File: config.mk
export PLATFORM = sky130hd
export DESIGN_NAME = syncBarrier
export DESIGN_NICKNAME = d
export VERILOG_FILES = /design/src/rtl/syncBarrierPkg.sv /design/src/rtl/syncBarrierCtrl.sv /design/src/rtl/syncBarrierDpath.sv /design/src/rtl/syncBarrier.sv
export SDC_FILE = /design/constraint.sdc
export NUM_CORES = 1
export LEC_CHECK = 0
export BUFFER_PORTS_ARGS = -buffer_cell sky130_fd_sc_hd__buf_4
export CAP_MARGIN = 40
export CORE_AREA = 2 2 84 86
export CTS_CLUSTER_SIZE = 28
export DETAILED_ROUTE_END_ITERATION = 8
export DIE_AREA = 0 0 86 88
export PLACE_DENSITY = 0.92
export SKIP_CTS_REPAIR_TIMING = 1
export SYNTH_ARGS = -nofsm -noshare
export SYNTH_HDL_FRONTEND = slang
export SYNTH_SLANG_ARGS = --single-unit
File: constraint.sdc
create_clock -name clk -period 3.3 [get_ports clk]
set_input_delay 0.33 -clock clk [delete_from_list [all_inputs] [get_ports clk]]
set_output_delay 0.33 -clock clk [all_outputs]
set_load 0.05 [all_outputs]
File: src/rtl/syncBarrierPkg.sv
package syncBarrierPkg;
  typedef enum logic [2:0] {
    S_IDLE, S_DRAIN, S_DELAY, S_PULSE, S_WAIT
  } barState_t;

  typedef struct packed {
    logic capture;
    logic cntLoad;
    logic cntDec;
    logic pulse;
    logic done;
  } barStrobe_t;

  typedef struct packed {
    logic isWait;
    logic delayZero;
    logic cntLast;
    logic levelsMet;
  } barStatus_t;
endpackage

File: src/rtl/syncBarrierCtrl.sv
module syncBarrierCtrl
  import syncBarrierPkg::*;
#(
  parameter int OUTST_W = 8
) (
  input  logic               clk,
  input  logic               rst,
  input  logic               cmdValid,
  input  logic [OUTST_W-1:0] outstanding,
  input  barStatus_t         stat,
  output barStrobe_t         strb,
  output logic               cmdReady,
  output logic               cmdDone
);
  barState_t state, nextState;
  logic drained;

  assign drained = (outstanding == '0);

  always_comb begin
    strb      = '0;
    nextState = state;
    case (state)
      S_IDLE: if (cmdValid) begin
        strb.capture = 1'b1;
        nextState    = S_DRAIN;
      end
      S_DRAIN: if (drained) begin
        if (stat.isWait)         nextState = S_WAIT;
        else if (stat.delayZero) nextState = S_PULSE;
        else begin
          strb.cntLoad = 1'b1;
          nextState    = S_DELAY;
        end
      end
      S_DELAY: begin
        strb.cntDec = 1'b1;
        if (stat.cntLast) nextState = S_PULSE;
      end
      S_PULSE: begin
        strb.pulse = 1'b1;
        strb.done  = 1'b1;
        nextState  = S_IDLE;
      end
      S_WAIT: if (stat.levelsMet) begin
        strb.done = 1'b1;
        nextState = S_IDLE;
      end
      default: nextState = S_IDLE;
    endcase
  end

  assign cmdReady = (state == S_IDLE);
  assign cmdDone  = strb.done;

  always_ff @(posedge clk) begin
    if (rst) state <= S_IDLE;
    else     state <= nextState;
  end

  // a pending drain blocks the pulse
  p_no_early_pulse_r2: assert property (@(posedge clk) disable iff (rst)
    (state == S_DRAIN && !drained) |=> (state != S_PULSE));
  // pulse lasts one cycle
  p_single_pulse_r4: assert property (@(posedge clk) disable iff (rst)
    (state == S_PULSE) |=> (state != S_PULSE));
  // done is a strobe
  p_done_strobe_r8: assert property (@(posedge clk) disable iff (rst)
    cmdDone |=> !cmdDone);
  // ready returns right after done
  p_ready_after_done_r1: assert property (@(posedge clk) disable iff (rst)
    cmdDone |=> cmdReady);
endmodule

File: src/rtl/syncBarrierDpath.sv
module syncBarrierDpath
  import syncBarrierPkg::*;
#(
  parameter int LEVELS  = 32,
  parameter int DELAY_W = 16
) (
  input  logic               clk,
  input  logic               rst,
  input  barStrobe_t         strb,
  input  logic               cmdIsWait,
  input  logic [LEVELS-1:0]  cmdMask,
  input  logic [DELAY_W-1:0] cmdDelay,
  input  logic [LEVELS-1:0]  synchIn,
  output barStatus_t         stat,
  output logic [LEVELS-1:0]  synchOut
);
  localparam logic [DELAY_W-1:0] ONE = DELAY_W'(1);

  logic               isWaitReg;
  logic [LEVELS-1:0]  maskReg;
  logic [DELAY_W-1:0] delayReg;
  logic [DELAY_W-1:0] delayCnt;
  logic [LEVELS-1:0]  levelHit;

  always_ff @(posedge clk) begin
    if (rst) begin
      isWaitReg <= 1'b0;
      maskReg   <= '0;
      delayReg  <= '0;
      delayCnt  <= '0;
    end else begin
      if (strb.capture) begin
        isWaitReg <= cmdIsWait;
        maskReg   <= cmdMask;
        delayReg  <= cmdDelay;
      end
      if (strb.cntLoad)     delayCnt <= delayReg;
      else if (strb.cntDec) delayCnt <= delayCnt - ONE;
    end
  end

  for (genvar i = 0; i < LEVELS; i++) begin : g_level
    assign levelHit[i] = synchIn[i] | ~maskReg[i];
    assign synchOut[i] = strb.pulse & maskReg[i];
  end

  assign stat.isWait    = isWaitReg;
  assign stat.delayZero = (delayReg == '0);
  assign stat.cntLast   = (delayCnt == ONE);
  assign stat.levelsMet = &levelHit;

  // a finished wait saw every selected level
  p_wait_all_levels_r7: assert property (@(posedge clk) disable iff (rst)
    (strb.done && isWaitReg) |-> ((synchIn & maskReg) == maskReg));
  // countdown never wraps
  p_no_underflow_r3: assert property (@(posedge clk) disable iff (rst)
    strb.cntDec |-> (delayCnt != '0));
endmodule

File: src/rtl/syncBarrier.sv
module syncBarrier
  import syncBarrierPkg::*;
#(
  parameter int LEVELS  = 32,
  parameter int DELAY_W = 16,
  parameter int OUTST_W = 8
) (
  input  logic               clk,
  input  logic               rst,
  input  logic               cmdValid,
  output logic               cmdReady,
  input  logic               cmdIsWait,
  input  logic [LEVELS-1:0]  cmdMask,
  input  logic [DELAY_W-1:0] cmdDelay,
  input  logic [OUTST_W-1:0] outstanding,
  input  logic [LEVELS-1:0]  synchIn,
  output logic [LEVELS-1:0]  synchOut,
  output logic               cmdDone
);
  barStrobe_t strb;
  barStatus_t stat;

  syncBarrierCtrl #(.OUTST_W(OUTST_W)) u_ctrl (
    .clk(clk), .rst(rst), .cmdValid(cmdValid), .outstanding(outstanding),
    .stat(stat), .strb(strb), .cmdReady(cmdReady), .cmdDone(cmdDone)
  );

  syncBarrierDpath #(.LEVELS(LEVELS), .DELAY_W(DELAY_W)) u_dpath (
    .clk(clk), .rst(rst), .strb(strb), .cmdIsWait(cmdIsWait),
    .cmdMask(cmdMask), .cmdDelay(cmdDelay), .synchIn(synchIn),
    .stat(stat), .synchOut(synchOut)
  );

  // an idle unit drives no level
  p_idle_quiet_r5: assert property (@(posedge clk) disable iff (rst)
    cmdReady |-> (synchOut == '0));
endmodule

==> metrics <==
Via-to-Cell Ratio=5.35; syn nets=536; max-slew violation count=0; NumNets Final=648; largest net degree at the start of global routing=70; dpl cell area=4200 µm²; grt total ovfl=0; register-to-register setup slack=1.22 ns; reg-to-reg startpoint=u_ctrl.state[0]$_SDFFE_PP0P_; die height=88 µm; sequential cell area fraction in the yosys report=41.9%; vias in the first global route=3126; setup_tns=0 ns; Most used DFF post-synth=dfxtp_1; Post-synth EDFFs=0; Hold Violations, Final=0; RSZ-0062 raised after global routing=false; DRC Markers=0; die area=7570 µm²; CTS tree=done; CP Class=reg2out; num rows=30; Post-Syn Area=3250 µm²; critical path capture point type=primary output; buffers added on ports=125; Yosys top cell by area=dfxtp_1; Cell variety after synth=36; CP Max Fanout=3; final core utilization=65.5%; TritonCTS Sinks=68; Max VDD drop=349 µV; fmax=448 MHz; CTS max path bufs=2; largest cells by area after synthesis=dfxtp_1, nand2_1, a21oi_1; iteration count of the initial detailed-routing pass=4; synth warn=0; final std cells w/o fill=638; Die W=86 µm; Leak Pwr=1.82 nW; DP Wirelength=6.69 mm; GP Congestion=0.871; first-pass GRT wire length=14.3 mm; Initial Utilization=48.9%; critical path arrival=1.90 ns; WL/cell=14.3 µm; routed wire length=9.12 mm; H-Tree Depth=3; Worst-Skew Late Latency=0.33 ns; initial antenna violation count=0; Root Buffer=clkbuf_8; gr usage total=23.6%; crit share post-route=67.6%; Final Instance Area=4350 µm²; outcome=completed; ys async rst share=0%; Antenna Cells=0; mean area per synthesized cell=7.35 µm²; core footprint=6640 µm²; Max transition margin=52.5%; top cells by count, synth=nand2_1, dfxtp_1, a21oi_1; Overall Power=2.03 mW; DRT iter0 DRCs=217; Syn-to-layout area delta=33.8%; beginning of the worst hold path=cmdMask[18]; io pins=126; worst slew pin tran=0.713 ns; maxcap violations=0; final clock skew=0.00521 ns; Worst setup SP type=flop; #FFs+latches synth=68; worst min path class=in2reg; PD cells=468 nW/µm²; placed cell count=623; CP startpoint=u_dpath.maskReg[18]$_SDFFE_PP0P_; fin crit period=2.23 ns; TritonCTS Buffers=9; Mapped Cells=442; Synth top area share=41.9%; Worst EP required=2.97 ns; DR vias=3416; count leader, synth=nand2_1; DRT antenna net count=0; clock input transition at the sequential cells of the worst setup and hold paths=0.07 ns; Setup Viol. Count Final=0; share of post-route cells with drive strength above 1=26.0%
-- worst max-delay path, cell delays in order, from the launching register on --
cell and delay (ns):
dfxtp_1 0.33, inv_1 0.06, o22ai_1 0.08, nor4_1 0.46, nand4_1 0.21, o21bai_1 0.20
buf_4 0.22
-- layout by cell type, fill, tap and decap left out, types with 4 or more instances in the layout --
master and instances:
a21oi_1 66, a2bb2oi_1 5, a31oi_1 6, and2_1 33, buf_4 128, clkbuf_8 9, dfxtp_1 68, inv_1 35
nand2_1 110, nand3_1 8, nand4_1 4, nor2_1 11, nor3_1 7, nor4_1 8, o22ai_1 16, or3_1 6
or4_1 5
-- cell families (layout without fill, tap and decap cells) --
family	count (synthesis)	in the layout	share of synthesized area (%)
buffers and inverters	62	178	7.66
adders and majority gates	2	2	0.770
AOI/OAI and AO/OA	105	105	18.8
DFF	68	68	41.9
and+or+nand+nor	205	205	30.9
-- layer usage --
layer,vias up,share of wire (%),GRT usage [%]
met1,1581,42,30.0
met3,12,5.4,5.56
li1,1721,-,-
met5,-,0,0
met2,102,51,39.6
met4,0,1.6,7.94
-- area by class of cell --
type | instances | area (µm²)
Fill cell | 565 | 2290
Multi-Input combinational cell | 312 | 1650
Sequential cell | 68 | 1360
Timing Repair Buffer | 128 | 961
Clock buffer | 12 | 135
Inverter | 35 | 131
Tap cell | 80 | 100
Clock inverter | 3 | 15.0
-- sequential cells by signal, indices dropped and copies added, names as in the netlist --
signal	flops
u_dpath.isWaitReg	1
u_dpath.delayCnt	16
u_dpath.maskReg	32
u_ctrl.state	3
u_dpath.delayReg	16
-- power breakdown --
| group | switching [mW] | total, mW | internal, mW |
|---|---|---|---|
| clock network | 0.286 | 0.552 | 0.266 |
| registers | 0.0859 | 0.999 | 0.913 |
| logic | 0.279 | 0.484 | 0.205 |
-- path summary, 6_finish.rpt --
path,end,cells past startpoint
setup / recovery,cmdDone,6
hold / removal,u_dpath.maskReg[18]$_SDFFE_PP0P_,3
setup reg to reg,u_dpath.delayCnt[0]$_SDFFE_PP0P_,4
hold reg to reg,u_dpath.delayCnt[10]$_SDFFE_PP0P_,2
-- per-stage QoR --
step	hold WS [ns]	setup slack (ns)
finish	0.247	1.07
global route	0.228	0.907
CTS	0.232	1.08
detailed placement	0.458	0.957
global placement	0.447	1.04
floorplan	0.438	0.703
Note: power is estimated with default switching activity, not from simulation.
